===== src/rtl/alu_pkg.sv =====
package alu_pkg;
  localparam int DATA_W     = 32;
  localparam int IMM_W      = 16;
  localparam int WORD_SHIFT = 2;
  localparam int OP_W       = 3;

  typedef enum logic [OP_W-1:0] {
    OP_ADD  = 3'd0,
    OP_SUB  = 3'd1,
    OP_SLT  = 3'd2,
    OP_LUI  = 3'd3,
    OP_AOFS = 3'd4,
    OP_AIDX = 3'd5
  } alu_op_e;
endpackage


===== src/rtl/imm_extend.sv =====
module imm_extend #(
  parameter int IMM_W  = 16,
  parameter int DATA_W = 32
) (
  input  logic [IMM_W-1:0]  imm,
  input  logic              sext,
  output logic [DATA_W-1:0] ext
);
  localparam int FILL_W = DATA_W - IMM_W;

  logic fill_bit;

  always_comb begin
    fill_bit = sext & imm[IMM_W-1];
    ext      = {{FILL_W{fill_bit}}, imm};
  end
endmodule


===== src/rtl/addsub.sv =====
module addsub #(
  parameter int W = 32
) (
  input  logic [W-1:0] a,
  input  logic [W-1:0] b,
  input  logic         sub,
  output logic [W-1:0] sum
);
  logic [W:0]   wide;
  logic [W-1:0] b_eff;

  always_comb begin
    b_eff = b ^ {W{sub}};
    wide  = {1'b0, a} + {1'b0, b_eff} + {{W{1'b0}}, sub};
    sum   = wide[W-1:0];
  end
endmodule


===== src/rtl/slt_cmp.sv =====
module slt_cmp #(
  parameter int W = 32
) (
  input  logic [W-1:0] a,
  input  logic [W-1:0] b,
  output logic         lt
);
  logic [W-1:0] diff;
  logic         ovf;

  addsub #(.W(W)) u_diff (
    .a   (a),
    .b   (b),
    .sub (1'b1),
    .sum (diff)
  );

  always_comb begin
    ovf = (a[W-1] != b[W-1]) && (diff[W-1] != a[W-1]);
    lt  = diff[W-1] ^ ovf;
  end
endmodule


===== src/rtl/alu_exec.sv =====
module alu_exec
  import alu_pkg::*;
#(
  parameter int DW  = alu_pkg::DATA_W,
  parameter int IW  = alu_pkg::IMM_W,
  parameter int WSH = alu_pkg::WORD_SHIFT
) (
  input  logic          in_valid,
  output logic          in_ready,
  input  logic [2:0]    op_sel,
  input  logic          use_imm,
  input  logic          imm_sext,
  input  logic [DW-1:0] rs_val,
  input  logic [DW-1:0] rt_val,
  input  logic [IW-1:0] imm16,
  output logic          out_valid,
  input  logic          out_ready,
  output logic [DW-1:0] result
);
  localparam int LOW_W = DW - IW;

  logic [DW-1:0] imm_mode;
  logic [DW-1:0] imm_signed;
  logic [DW-1:0] opnd_b;
  logic [DW-1:0] arith_out;
  logic          is_sub;
  logic          lt_flag;
  logic [DW-1:0] agu_off;
  logic [DW-1:0] agu_out;
  logic [DW-1:0] lui_out;

  imm_extend #(.IMM_W(IW), .DATA_W(DW)) u_ext_mode (
    .imm  (imm16),
    .sext (imm_sext),
    .ext  (imm_mode)
  );

  imm_extend #(.IMM_W(IW), .DATA_W(DW)) u_ext_addr (
    .imm  (imm16),
    .sext (1'b1),
    .ext  (imm_signed)
  );

  always_comb begin
    opnd_b = use_imm ? imm_mode : rt_val;
    is_sub = (op_sel == OP_SUB);
  end

  addsub #(.W(DW)) u_arith (
    .a   (rs_val),
    .b   (opnd_b),
    .sub (is_sub),
    .sum (arith_out)
  );

  slt_cmp #(.W(DW)) u_slt (
    .a  (rs_val),
    .b  (opnd_b),
    .lt (lt_flag)
  );

  always_comb begin
    if (op_sel == OP_AIDX) agu_off = rt_val << WSH;
    else                   agu_off = imm_signed;
  end

  addsub #(.W(DW)) u_agu (
    .a   (rs_val),
    .b   (agu_off),
    .sub (1'b0),
    .sum (agu_out)
  );

  always_comb lui_out = {imm16, {LOW_W{1'b0}}};

  always_comb begin
    case (op_sel)
      OP_ADD, OP_SUB:   result = arith_out;
      OP_SLT:           result = {{(DW-1){1'b0}}, lt_flag};
      OP_LUI:           result = lui_out;
      OP_AOFS, OP_AIDX: result = agu_out;
      default:          result = '0;
    endcase
  end

  always_comb begin
    out_valid = in_valid;
    in_ready  = out_ready;
  end
endmodule


===== config.mk =====
export PLATFORM = sky130hd
export DESIGN_NAME = alu_exec
export DESIGN_NICKNAME = d
export VERILOG_FILES = /design/src/rtl/alu_pkg.sv /design/src/rtl/imm_extend.sv /design/src/rtl/addsub.sv /design/src/rtl/slt_cmp.sv /design/src/rtl/alu_exec.sv
export SDC_FILE = /design/constraint.sdc
export NUM_CORES = 1
export LEC_CHECK = 0
export CAP_MARGIN = 25
export CORE_MARGIN = 10
export CORE_UTILIZATION = 35
export DETAILED_ROUTE_END_ITERATION = 12
export GPL_ROUTABILITY_DRIVEN = 0
export PLACE_DENSITY_LB_ADDON = 0.25
export SETUP_SLACK_MARGIN = 0.1
export SLEW_MARGIN = 20
export SYNTH_ARGS = -nofsm -noshare
export SYNTH_HDL_FRONTEND = slang
export SYNTH_SLANG_ARGS = --single-unit

===== constraint.sdc =====
create_clock -name vclk -period 5.9
set_clock_uncertainty 0.2 [all_clocks]
set_input_delay 0.885 -clock vclk [all_inputs]
set_output_delay 0.885 -clock vclk [all_outputs]
set_load 0.02 [all_outputs]

==> results.sh <==
export IMPL_io_buffers=117
export IMPL_crit_arrival_ps=4650
export IMPL_use_met3_pct=2.42
export IMPL_n_fill_cell=1430
export IMPL_endpoint_kind="output port"
export IMPL_path_max_fanout=14
export IMPL_dp_hpwl_mm=18.8
export IMPL_die_w_um=143
export IMPL_crit_path_top_delay_cell="clkdlybuf4s50_1"
export IMPL_grt_max_degree=30
export IMPL_synth_cell_types=59
export IMPL_setup_violations=0
export IMPL_fp_coreArea_um2=14700
export IMPL_cp_cell_sequence="clkdlybuf4s50_1, nor2b_4, nand2_1, buf_4, and2_4, a21o_1, ha_1, a21o_1, a31oi_2, o21ai_0, a31oi_1, o41ai_4, nand2_1, o21ai_0, xor2_1, buf_4, a221o_1, clkdlybuf4s15_2"
export IMPL_grt_busiest_layer="met2"
export IMPL_p_int_uw=587
export IMPL_fin_nets=1223
export IMPL_rows=44
export IMPL_wl_per_cell_um=18.2
export IMPL_ff_latch_area_um2=0
export IMPL_max_cap_viol_count=0
export IMPL_syn_area_um2=5320
export IMPL_drcViolationCount=0
export IMPL_path_class="primary input to output port"
export IMPL_avgViaCountPerCell=5.52
export IMPL_holdWs_ps=1570
export IMPL_synthTopCellsByArea="ha_1, xnor2_1, a21oi_1"
export IMPL_fin_tns_setup_ps=0
export IMPL_switching_power_uw=622
export IMPL_p_leak_uw=0.00397
export IMPL_die_area_um2=20500
export IMPL_hold_viol=0
export IMPL_place_inst=1207
export IMPL_period_share_pct=97.2
export IMPL_cpPeakStageDelay_ps=490
export IMPL_avgSynthCellArea_um2=7.04
export IMPL_tightest_slew_ps=696
export IMPL_synth_top_area_cell="ha_1"
export IMPL_drt_iter0_drc=492
export IMPL_hold_path_class="primary input to output port"
export IMPL_irDropWorstVdd_mv=0.0517
export IMPL_start_util_pct=36.2
export IMPL_track_usage_pct=20.1
export IMPL_met1_usage_pct=27.8
export IMPL_grt_pass1_wl_mm=33.9
export IMPL_grt_pass1_vias=6476
export IMPL_antenna_diode_count=0
export IMPL_cp_data_required_time_ps=4820
export IMPL_layout_setup_ws_ps=167
export IMPL_drive_above_1_share_pct=24.7
export IMPL_yosysSeqAreaShare_pct=0
export IMPL_io_pin_count=121
export IMPL_seq_cell_count=0
export IMPL_fin_cells=1217
export IMPL_routed_wl_mm=22.1
export IMPL_start_kind="primary input"
export IMPL_p_seq_share_pct=0
export IMPL_finalCriticalPeriod_ps=5730
export IMPL_slew_headroom_pct=53.6
export IMPL_syn_nets=943
export IMPL_antenna_found_initial=0
export IMPL_status="finished clean"
export IMPL_ctsHoldBuffers=0
export IMPL_switching_share_pct=51.5
export IMPL_crit_family="compound AO/OA/AOI/OAI gates"
export IMPL_fmax_ghz=0.174
export IMPL_die_h_um=143
export IMPL_pre_cts_ws_ps=-400
export IMPL_p_per_area_nw_per_um2=147
export IMPL_drtPass1Iterations=5
export IMPL_yosys_warnings=0
export IMPL_postRouteAntennaNets=0
export IMPL_combPwrFrac_pct=100.0
export IMPL_power_uw=1210
export IMPL_use_met2_pct=33.0
export IMPL_synth_top_area_share_pct=23.1
export IMPL_p_clk_share_pct=0
export IMPL_rsz0062_at_grt="yes"
export IMPL_cp_buffers_inverters=4
export IMPL_clockBufferCount=0
export IMPL_synth_cells=755
export IMPL_final_max_slew_viol_count=0
export IMPL_area_growth_pct=54.3
export IMPL_grt_remaining_overflow=0
export IMPL_vias=6723
-- cells in the mapped netlist (9+ instances only) --
cell type and number:
nand4_1 9, o21bai_1 9, a22oi_1 9, o21ai_0 59
nor2_1 59, xor2_1 24, inv_1 16, a21o_1 46
nand3_1 13, xnor2_1 65, mux2i_1 19, nand2_1 99
a31oi_1 11, ha_1 98, a21oi_1 76, clkbuf_1 27
-- cell usage in the layout, fill, tap and decap left out, drive strengths merged, types with 10 or more instances in the layout --
cell type / instances
xor2: 24
clkbuf: 10
a21o: 46
a21oi: 77
mux2i: 20
ha: 98
nand2: 99
nand3: 13
a31oi: 11
xnor2: 65
clkdlybuf4s50: 92
nor2: 59
buf: 199
inv: 16
o21ai: 64
-- per-layer routing --
layer  part of all wire, %  up-vias
met3                   7.2       32
met5                     0        -
met2                    44      255
li1                      -     3335
met1                    47     3101
met4                   2.3        0
-- final cells by class --
| class | count | area (µm²) | area share, % |
|---|---|---|---|
| Timing Repair Buffer | 311 | 2610 | 31.8 |
| Multi-Input combinational cell | 706 | 5310 | 64.7 |
| Inverter | 16 | 60.1 | 0.732 |
| Tap cell | 184 | 230 | 2.81 |
-- power groups by stage --
stage | combinational (µW) | clock [µW] | sequential, µW
floorplan | 657 | 0 | 0
global placement | 1170 | 0 | 0
detailed placement | 1170 | 0 | 0
CTS | 1170 | 0 | 0
global route | 1320 | 0 | 0
finish | 1210 | 0 | 0
-- timing repair --
| item | in CTS | in global routing |
|---|---|---|
| pin swaps | 7 | 19 |
| endpoints found under the setup margin | 20 | 22 |
| setup buffers | 2 | 8 |
| resized for setup | 49 | 80 |
-- cells by family (layout without fill, tap and decap cells) --
logic type	after synthesis	in the layout	synth area share, %
muxes	20	20	3.83
and+or+nand+nor	222	222	18.8
buffers and inverters	49	327	3.76
xor gates and xnor gates	89	89	14.7
AOI/OAI and AO/OA	274	274	34.7
adders and majority gates	101	101	24.2
-- through the flow --
stage	cell area [µm²]	util, %
final	8210	55.8
after global routing	8210	55.8
after CTS	8040	54.7
after detailed placement	7970	54.2
after global placement	7970	54.2
after floorplan	5320	-
-- worst paths after layout --
kind                   from    endpoint  depth (start not counted)
hold / removal    out_ready    in_ready                          0
setup / recovery  op_sel[2]  result[25]                         18
No activity file was read; power rests on OpenSTA's default activity.
